$ cat src/rtl/pdu_pkg.sv
package pdu_pkg;

  typedef enum logic [1:0] {
    ST_IDLE = 2'd0,
    ST_RD   = 2'd1,
    ST_WAIT = 2'd2,
    ST_WR   = 2'd3
  } sweepState_t;

  // Strobes from control to datapath
  typedef struct packed {
    logic snoopArm;  // snooped writes may set the flag
    logic flagClr;   // sweep finished, drop the flag
    logic addrClr;   // restart sweep address at zero
    logic addrInc;   // advance to next word
    logic dataCap;   // capture read word, halved
  } pduCtrl_t;

endpackage

$ cat src/rtl/pdu_datapath.sv
module pdu_datapath
  import pdu_pkg::*;
#(
  parameter int unsigned LANE_W = 8,
  parameter int unsigned LANES  = 8,
  parameter int unsigned ADDR_W = 13,
  parameter int unsigned THR_LO = 224,
  parameter int unsigned THR_HI = 240,
  localparam int unsigned DATA_W = LANE_W * LANES
) (
  input  logic              clk,
  input  logic              rstN,
  input  pduCtrl_t          ctrl,
  input  logic              thrSel,
  input  logic              snoopWrEn,
  input  logic [DATA_W-1:0] snoopWrData,
  input  logic [DATA_W-1:0] rdData,
  output logic              hitNow,
  output logic              exceedFlag,
  output logic [ADDR_W-1:0] addr,
  output logic              lastAddr,
  output logic [DATA_W-1:0] wrData
);

  localparam logic [LANE_W-1:0] THR_LO_V = LANE_W'(THR_LO);
  localparam logic [LANE_W-1:0] THR_HI_V = LANE_W'(THR_HI);
  localparam logic [LANE_W-1:0] LANE_MSB = {1'b1, {(LANE_W-1){1'b0}}};
  localparam logic [DATA_W-1:0] MSB_MASK = {LANES{LANE_MSB}};

  logic [LANE_W-1:0] thrVal;
  logic [LANES-1:0]  laneHit;
  logic [DATA_W-1:0] halved;

  assign thrVal = thrSel ? THR_HI_V : THR_LO_V;

  // Per-lane strict comparison
  for (genvar g = 0; g < LANES; g++) begin : g_lane
    assign laneHit[g] = snoopWrData[g*LANE_W +: LANE_W] > thrVal;
  end

  assign hitNow = snoopWrEn && ctrl.snoopArm && (|laneHit);

  // Shift whole word and clear each lane's top bit: per-lane halving
  assign halved = (rdData >> 1) & ~MSB_MASK;

  always_ff @(posedge clk) begin
    if (!rstN) begin
      exceedFlag <= 1'b0;
    end else if (ctrl.flagClr) begin
      exceedFlag <= 1'b0;
    end else if (hitNow) begin
      exceedFlag <= 1'b1;
    end
  end

  always_ff @(posedge clk) begin
    if (!rstN) begin
      addr <= '0;
    end else if (ctrl.addrClr) begin
      addr <= '0;
    end else if (ctrl.addrInc) begin
      addr <= addr + 1'b1;
    end
  end

  always_ff @(posedge clk) begin
    if (!rstN) begin
      wrData <= '0;
    end else if (ctrl.dataCap) begin
      wrData <= halved;
    end
  end

  assign lastAddr = &addr;

  p_flag_set_r2: assert property (@(posedge clk) disable iff (!rstN)
    (hitNow && !ctrl.flagClr) |=> exceedFlag);

  p_flag_sticky_r4: assert property (@(posedge clk) disable iff (!rstN)
    (exceedFlag && !ctrl.flagClr) |=> exceedFlag);

endmodule

$ cat src/rtl/pdu_control.sv
module pdu_control
  import pdu_pkg::*;
(
  input  logic     clk,
  input  logic     rstN,
  input  logic     accumDone,
  input  logic     hitNow,
  input  logic     exceedFlag,
  input  logic     lastAddr,
  input  logic     memGrant,
  input  logic     memRvalid,
  output pduCtrl_t ctrl,
  output logic     memReq,
  output logic     memWe,
  output logic     busy
);

  sweepState_t state, stateNext;

  always_comb begin
    stateNext = state;
    ctrl      = '0;
    memReq    = 1'b0;
    memWe     = 1'b0;
    case (state)
      ST_IDLE: begin
        ctrl.snoopArm = 1'b1;
        if (accumDone && (exceedFlag || hitNow)) begin
          ctrl.addrClr = 1'b1;
          stateNext    = ST_RD;
        end
      end
      ST_RD: begin
        memReq = 1'b1;
        if (memGrant) stateNext = ST_WAIT;
      end
      ST_WAIT: begin
        if (memRvalid) begin
          ctrl.dataCap = 1'b1;
          stateNext    = ST_WR;
        end
      end
      ST_WR: begin
        memReq = 1'b1;
        memWe  = 1'b1;
        if (memGrant) begin
          if (lastAddr) begin
            ctrl.flagClr = 1'b1;
            stateNext    = ST_IDLE;
          end else begin
            ctrl.addrInc = 1'b1;
            stateNext    = ST_RD;
          end
        end
      end
      default: stateNext = ST_IDLE;
    endcase
  end

  always_ff @(posedge clk) begin
    if (!rstN) state <= ST_IDLE;
    else       state <= stateNext;
  end

  assign busy = (state != ST_IDLE);

  p_start_r5: assert property (@(posedge clk) disable iff (!rstN)
    (!busy && accumDone && exceedFlag) |=> busy);

  p_no_start_r5: assert property (@(posedge clk) disable iff (!rstN)
    (!busy && accumDone && !exceedFlag && !hitNow) |=> !busy);

  p_wait_after_read_r6: assert property (@(posedge clk) disable iff (!rstN)
    (memReq && memGrant && !memWe) |=> (busy && !memReq));

endmodule

$ cat src/rtl/plane_decay_unit.sv
module plane_decay_unit
  import pdu_pkg::*;
#(
  parameter int unsigned LANE_W = 8,
  parameter int unsigned LANES  = 8,
  parameter int unsigned ADDR_W = 13,
  parameter int unsigned THR_LO = 224,
  parameter int unsigned THR_HI = 240,
  localparam int unsigned DATA_W = LANE_W * LANES
) (
  input  logic              clk,
  input  logic              rstN,
  input  logic              thrSel,
  input  logic              snoopWrEn,
  input  logic [DATA_W-1:0] snoopWrData,
  input  logic              accumDone,
  output logic              memReq,
  output logic              memWe,
  output logic [ADDR_W-1:0] memAddr,
  output logic [DATA_W-1:0] memWdata,
  input  logic              memGrant,
  input  logic [DATA_W-1:0] memRdata,
  input  logic              memRvalid,
  output logic              busy,
  output logic              exceedFlag
);

  localparam logic [LANE_W-1:0] LANE_MSB = {1'b1, {(LANE_W-1){1'b0}}};
  localparam logic [DATA_W-1:0] MSB_MASK = {LANES{LANE_MSB}};

  pduCtrl_t ctrl;
  logic     hitNow;
  logic     lastAddr;

  pdu_control u_control (
    .clk        (clk),
    .rstN       (rstN),
    .accumDone  (accumDone),
    .hitNow     (hitNow),
    .exceedFlag (exceedFlag),
    .lastAddr   (lastAddr),
    .memGrant   (memGrant),
    .memRvalid  (memRvalid),
    .ctrl       (ctrl),
    .memReq     (memReq),
    .memWe      (memWe),
    .busy       (busy)
  );

  pdu_datapath #(
    .LANE_W (LANE_W),
    .LANES  (LANES),
    .ADDR_W (ADDR_W),
    .THR_LO (THR_LO),
    .THR_HI (THR_HI)
  ) u_datapath (
    .clk         (clk),
    .rstN        (rstN),
    .ctrl        (ctrl),
    .thrSel      (thrSel),
    .snoopWrEn   (snoopWrEn),
    .snoopWrData (snoopWrData),
    .rdData      (memRdata),
    .hitNow      (hitNow),
    .exceedFlag  (exceedFlag),
    .addr        (memAddr),
    .lastAddr    (lastAddr),
    .wrData      (memWdata)
  );

  p_req_hold_r8: assert property (@(posedge clk) disable iff (!rstN)
    (memReq && !memGrant) |=> (memReq && $stable(memAddr) && $stable(memWe)));

  p_halved_r7: assert property (@(posedge clk) disable iff (!rstN)
    (memReq && memWe) |-> ((memWdata & MSB_MASK) == '0));

  p_clear_r9: assert property (@(posedge clk) disable iff (!rstN)
    $fell(busy) |-> !exceedFlag);

  p_idle_quiet_r10: assert property (@(posedge clk) disable iff (!rstN)
    !busy |-> !memReq);

endmodule

$ cat config.mk
export PLATFORM = sky130hd
export DESIGN_NAME = plane_decay_unit
export DESIGN_NICKNAME = d
export VERILOG_FILES = /design/src/rtl/pdu_pkg.sv /design/src/rtl/pdu_datapath.sv /design/src/rtl/pdu_control.sv /design/src/rtl/plane_decay_unit.sv
export SDC_FILE = /design/constraint.sdc
export NUM_CORES = 1
export LEC_CHECK = 0
export ABC_AREA = 1
export BUFFER_PORTS_ARGS = -buffer_cell sky130_fd_sc_hd__buf_2
export CORE_ASPECT_RATIO = 1.25
export CORE_MARGIN = 1
export CORE_UTILIZATION = 41
export DETAILED_ROUTE_END_ITERATION = 6
export GPL_TIMING_DRIVEN = 0
export MAX_ROUTING_LAYER = met4
export PLACE_DENSITY_LB_ADDON = 0.1
export SETUP_SLACK_MARGIN = 0.2
export SKIP_LAST_GASP = 1
export SLEW_MARGIN = 10
export SYNTH_ARGS = -nofsm -noshare
export SYNTH_HDL_FRONTEND = slang
export SYNTH_SLANG_ARGS = --single-unit
export TNS_END_PERCENT = 5
$ cat constraint.sdc
create_clock -name clk -period 4.69 [get_ports clk]
set_clock_uncertainty 0.05 [all_clocks]
set_input_delay 0 -clock clk [delete_from_list [all_inputs] [get_ports clk]]
set_output_delay 0 -clock clk [all_outputs]
set_load 0.05 [all_outputs]
==> impl_metrics.json, run 1 <==
{
  "tritoncts": "built",
  "synth_warnings": 0,
  "fin_nets": 905,
  "routed_wl_um": 10230,
  "netlist_instances": 481,
  "wire_per_inst_um": 11.95,
  "core_area_mm2": 0.007928,
  "layout_min_cycle_time_ns": 1.939,
  "layout-area-overhead-vs-synth_pct": 56.09,
  "path_max_fanout": 10,
  "worst_ep_required_time_ns": 4.92,
  "cts_buffers": 9,
  "hold_path_class": "in -> reg",
  "dieArea_mm2": 0.008640,
  "muxShareOfSynthArea_pct": 0,
  "initialDrtViolationCount": 112,
  "gr-total-overflow": 0,
  "holdWs_ns": 0.02989,
  "synth_top_family_by_area": "simple AND/OR/NAND/NOR gates",
  "synth_compound_area_share_pct": 11.77,
  "io_buffers": 199,
  "die_height_um": 103.7,
  "vdd_drop_max_mv": 0.2997,
  "htreeDepth": 3,
  "status": "finished, final reports clean",
  "rows": 36,
  "ys_types": 29,
  "initial_core_util_pct": 42.77,
  "root_buffer": "clkbuf_8",
  "syn_area_per_cell_um2": 7.049,
  "crit_type": "reg -> reg",
  "max_freq_mhz": 515.7,
  "synth_top_cell_area_share_pct": 42.51,
  "min-delay-start": "accumDone",
  "synth_xor_area_share_pct": 0.5166,
  "r2r-end": "u_datapath.wrData[19]",
  "yosysTopAreaCell": "dfxtp_1",
  "ys_seq_area_share_pct": 42.51,
  "synth_fa_ha_area_share_pct": 5.166,
  "final_cell_mix": "buf_2, nor2_1, dfxtp_1",
  "critPathLaunchType": "flop",
  "grt_pass1_vias": 3850,
  "clkLatencyLatePin_ns": 0.34,
  "min_to": "u_datapath.addr[6]",
  "finish.instance_area_mm2": 0.005293,
  "synth_seq_cells": 72,
  "synth_area_leaders": "dfxtp_1, nor2_1, o21ai_0",
  "ctsLongestPathBuffers": 2,
  "drc_errors": 0,
  "multi_input_area_mm2": 0.001648,
  "cts_setup_buffers": 0,
  "synthSimpleGateAreaFrac_pct": 30.26,
  "grt_pass1_wl_um": 16910,
  "dpl_cell_area_mm2": 0.004532,
  "antenna_found_initial": 0,
  "tns_ns": 0,
  "r2r_cells": 7,
  "numClockSinks": 72,
  "hold_viol_final": 0,
  "period_share_pct": 41.35,
  "first_pass_iters": 4,
  "seq_area_mm2": 0.001441,
  "vias": 3963,
  "power_density_mw_per_mm2": 410.1,
  "n_fill_cell": 720,
  "rsz0062_at_grt": "no",
  "viasPerCell": 4.630,
  "hpwl_um": 7030,
  "antenna_violating_nets_post_route": 0,
  "drive_gt1_share_pct": 31.67,
  "slew_violations": 0,
  "holdPathStages": 4,
  "p_leak_nw": 2.681,
  "arrival_ns": 2.17,
  "clkSlewWorstSetupHoldPaths_ns": 0.07,
  "layout_commonest_cell": "buf_2",
  "rrSetupSlack_ns": 2.75,
  "finalSetupViolations": 0,
  "cp-end-kind": "flop",
  "gp_congestion": 0.8555,
  "cap_violations": 0,
  "io_pins": 216,
  "reg2reg_from": "u_control.state[0]",
  "die_w_um": 83.34,
  "synthesis.area_mm2": 0.003391,
  "grt_max_degree": 12,
  "track_usage_pct": 24.52,
  "num_antenna_cells": 0
}
## logic make-up after synthesis
family	after synthesis
other	1
adders and majority gates	14
DFF	72
and+or+nand+nor	242
xor gates and xnor gates	2
buffers and inverters	75
AOI/OAI and AO/OA	75
## where the power goes
| group | internal, mW | switching [mW] |
|---|---|---|
| logic | 0.270 | 0.674 |
| clock network | 0.244 | 0.222 |
| registers | 0.710 | 0.0513 |
| total | 1.22 | 0.947 |
## state kept, by name, summed over array words and instances, names as in the netlist
name                   flops
u_control.state            2
u_datapath.wrData         56
u_datapath.addr           13
u_datapath.exceedFlag      1
## metrics by stage
step | utilization [%] | instances | total power, mW | setup slack [ns]
after floorplan | - | 488 | 1.446 | 2.664
after global placement | 57.17 | 782 | 1.655 | 2.883
after detailed placement | 57.17 | 782 | 1.672 | 2.841
after CTS | 66.76 | 856 | 2.179 | 2.809
after global routing | 66.76 | 856 | 2.303 | 2.516
final | 66.76 | 856 | 2.170 | 2.751
## layout make-up
type | instances | share of cell area, %
flip-flops and latches | 72 | 27.23
plain buffers | 27 | 2.648
well taps | 95 | 2.246
clock inverters | 4 | 0.8511
multi-input cells | 341 | 31.13
repair buffers | 257 | 29.79
clock buffers | 12 | 2.553
inverters | 48 | 3.546
## how the worst max path moves through the flow
| stage | startpoint | cells past startpoint | slack (ns) | to |
|---|---|---|---|---|
| 3_3_place_gp | u_control.state[0] | 7 | 2.88 | u_datapath.wrData[28] |
| 2_1_floorplan | u_datapath.addr[1] | 10 | 2.66 | u_datapath.addr[12] |
| 3_5_place_dp | u_control.state[0] | 7 | 2.84 | u_datapath.wrData[25] |
| 4_1_cts | u_control.state[0] | 7 | 2.81 | u_datapath.wrData[19] |
| 5_1_grt | u_control.state[0] | 7 | 2.52 | u_datapath.wrData[43] |
| 6_report | u_control.state[0] | 7 | 2.75 | u_datapath.wrData[19] |
## layer usage
| layer | track usage (%) | part of all wire, % |
|---|---|---|
| met3 | 5.657 | 6.1 |
| met1 | 26.21 | 39 |
| met4 | 10.96 | 3.2 |
| met5 | - | 0 |
| met2 | 42.86 | 51 |
## cells in the mapped netlist
library cell / number
ha_1: 14
or2_1: 1
dfxtp_1: 72
clkbuf_1: 17
o21ai_2: 1
inv_6: 1
nor2_1: 148
nor3_1: 13
a31oi_1: 1
a21oi_1: 8
nand3_2: 2
nor3_2: 5
a21oi_2: 5
buf_2: 1
nor4_2: 1
o21ai_1: 1
nand2_4: 2
nand4_1: 1
buf_6: 1
nand3_1: 12
buf_4: 8
inv_1: 46
xnor2_1: 1
inv_4: 1
nand3_4: 1
o21ai_0: 59
xor2_1: 1
conb_1: 1
nand2_1: 56
## worst max-delay path, cell delays in order (launching register included)
cell	delay, ns
dfxtp_1	0.38
inv_1	0.11
ha_1	0.23
nand2_1	0.11
clkbuf_1	0.32
clkbuf_1	0.37
o21ai_0	0.19
nor2_1	0.12
## repair_timing
| action | CTS | global route |
|---|---|---|
| hold buffers | 58 | 0 |
| endpoints found under the hold margin | 60 | 0 |
| resized for setup | 0 | 0 |
Power figures use the tool's default switching activity.
==> inputs of run 2 (changes only) <==
- CORE_UTILIZATION: 41 -> 39
- clock period: 4.69 -> 1.75 ns (I/O delays scaled with it)
==> run 2 against run 1 <==
Register-to-register slack worse by 2.6 ns. Wire length up 1.2%. Combinational power rose to 2.9 times the previous value. Sequential share of layout area down 0.82 points. Largest cell class unchanged. Non-clock buffer count up 12. Worst setup slack worse by 2.6 ns. Hold slack better by 0.014 ns. Power rose to 2.8 times the previous value. Core utilization down 0.24 points. Largest power group unchanged. First-iteration DRC count up 3.6%. Sequential power rose to 2.7 times the previous value. Critical path type unchanged. Cell count up 1.5%.
==> impl_metrics.json, run 2 (synthesis results as in run 1) <==
{
  "reg.largest.list": "u_datapath.wrData: 56 flops, u_datapath.addr: 13 flops, u_control.state: 2 flops",
  "hold_viol_final": 0,
  "drive_gt1_share_pct": 37.05,
  "antenna_found_initial": 0,
  "rrSetupSlack_ns": 0.19,
  "clkLatencyLatePin_ns": 0.34,
  "viasPerCell": 4.568,
  "vias": 3970,
  "cts_buffers": 9,
  "critPathLaunchType": "flop",
  "cp_top_family": "simple AND/OR/NAND/NOR gates",
  "cap_violations": 0,
  "r2r-end": "u_datapath.addr[7]",
  "hold_path_class": "in -> reg",
  "tritoncts": "built",
  "gr-total-overflow": 0,
  "rsz0062_at_grt": "yes",
  "r2r_cells": 11,
  "antenna_violating_nets_post_route": 0,
  "max_freq_mhz": 642.0,
  "n_fill_cell": 727,
  "core_area_mm2": 0.008333,
  "largest_reg_flops": 56,
  "reg2reg_from": "u_datapath.addr[0]",
  "io_pins": 216,
  "finalSetupViolations": 0,
  "layout-area-overhead-vs-synth_pct": 63.47,
  "slowest_stage": "dfxtp_4",
  "min-delay-start": "memGrant",
  "hpwl_um": 7258,
  "clkSlewWorstSetupHoldPaths_ns": 0.07,
  "holdWs_ns": 0.04355,
  "arrival_ns": 1.79,
  "root_buffer": "clkbuf_8",
  "vdd_drop_max_mv": 0.6704,
  "timing.final.ws_setup_ns": 0.1924,
  "num_antenna_cells": 0,
  "rows": 37,
  "die_height_um": 106.3,
  "die_w_um": 85.40,
  "htreeDepth": 3,
  "ctsLongestPathBuffers": 2,
  "dieArea_mm2": 0.009074,
  "path_buf_inv": 2,
  "max_flop_register": "u_datapath.wrData",
  "min_to": "u_datapath.exceedFlag",
  "numClockSinks": 72,
  "routed_wl_um": 10350,
  "power_density_mw_per_mm2": 1087,
  "pre_cts_slack_ns": -0.1529,
  "gp_congestion": 0.8321,
  "crit_type": "reg -> reg",
  "grt_pass1_vias": 3985,
  "p_leak_nw": 2.790,
  "period_share_pct": 89.01,
  "initial_core_util_pct": 40.69,
  "cpPeakStageDelay_ns": 0.35,
  "io_buffers": 199,
  "layout_min_cycle_time_ns": 1.558,
  "layout_commonest_cell": "buf_2",
  "track_usage_pct": 24.16,
  "holdPathStages": 4,
  "final_cell_mix": "buf_2, nor2_1, dfxtp_1",
  "drc_errors": 0,
  "slew_violations": 0,
  "grt_pass1_wl_um": 16970,
  "cp-end-kind": "flop",
  "path_max_fanout": 5,
  "wire_per_inst_um": 11.91,
  "status": "finished, final reports clean",
  "path_cells": "ha_4, nand3_4, nor3_2, nand3_2, nand3_4, clkinv_4, nand2_4, inv_4, nand2_4, or2_1, a21oi_2",
  "worst_ep_required_time_ns": 1.98,
  "first_pass_iters": 4,
  "fin_nets": 917,
  "initialDrtViolationCount": 116,
  "grt_max_degree": 12
}
[run 2: layout make-up]
type / instances / area [um^2] / area share, %
inverters: 48 / 187.7 / 3.386
multi-input cells: 341 / 1703 / 30.72
clock buffers: 12 / 145.1 / 2.619
flip-flops and latches: 72 / 1464 / 26.41
well taps: 97 / 121.4 / 2.190
plain buffers: 27 / 178.9 / 3.228
clock inverters: 3 / 42.54 / 0.7675
repair buffers: 269 / 1700 / 30.68
[run 2: layer usage]
metal	wire, um	track usage, %	vias to the layer above
met5	0	-	-
met3	624	5.668	26
li1	-	-	2067
met2	5486	44.69	138
met4	270	10.00	0
met1	3968	24.07	1739
[run 2: worst max-delay path by stage]
stage | from | end | slack [ns] | cells past startpoint
global placement | u_control.state[0] | u_datapath.wrData[61] | -0.1 | 7
floorplan | u_datapath.addr[0] | u_datapath.addr[12] | 0.1 | 10
finish | u_datapath.addr[0] | u_datapath.addr[7] | 0.19 | 11
CTS | u_control.state[0] | u_datapath.addr[10] | 0.18 | 11
detailed placement | u_control.state[0] | u_datapath.wrData[22] | -0.15 | 7
global route | u_datapath.addr[1] | u_datapath.addr[7] | 0.1 | 11
[run 2: metrics by stage]
stage | cell area (um^2) | setup TNS (ns) | total power, mW | util (%) | instances
floorplan | 3452 | 0 | 3.876 | - | 488
global placement | 4569 | -3.355 | 4.441 | 54.83 | 784
detailed placement | 4569 | -5.222 | 4.493 | 54.83 | 784
CTS | 5524 | 0 | 6.038 | 66.29 | 869
global route | 5543 | 0 | 6.423 | 66.52 | 869
finish | 5543 | 0 | 6.023 | 66.52 | 869
[run 2: report_power, final]
part           total, mW  switching (mW)  internal, mW
sequential          2.05           0.145          1.91
combinational       2.70            1.85         0.858
clock               1.27           0.579         0.688
[run 2: worst register-to-register path, delay by kind of cell (launching register included)]
kind	cells	cell delay, ns
compound gates	1	0.12
fa+ha+maj	1	0.17
buf+inv	2	0.17
flops	1	0.35
simple gates	7	0.64
[run 2: repair_timing]
item	4_1_cts	5_1_grt
buffers inserted	12	0
pin swaps	3	2
hold endpoints to repair	57	0
resized for setup	26	20
setup endpoints to repair	59	64
hold buffers	57	0
cloned	1	0
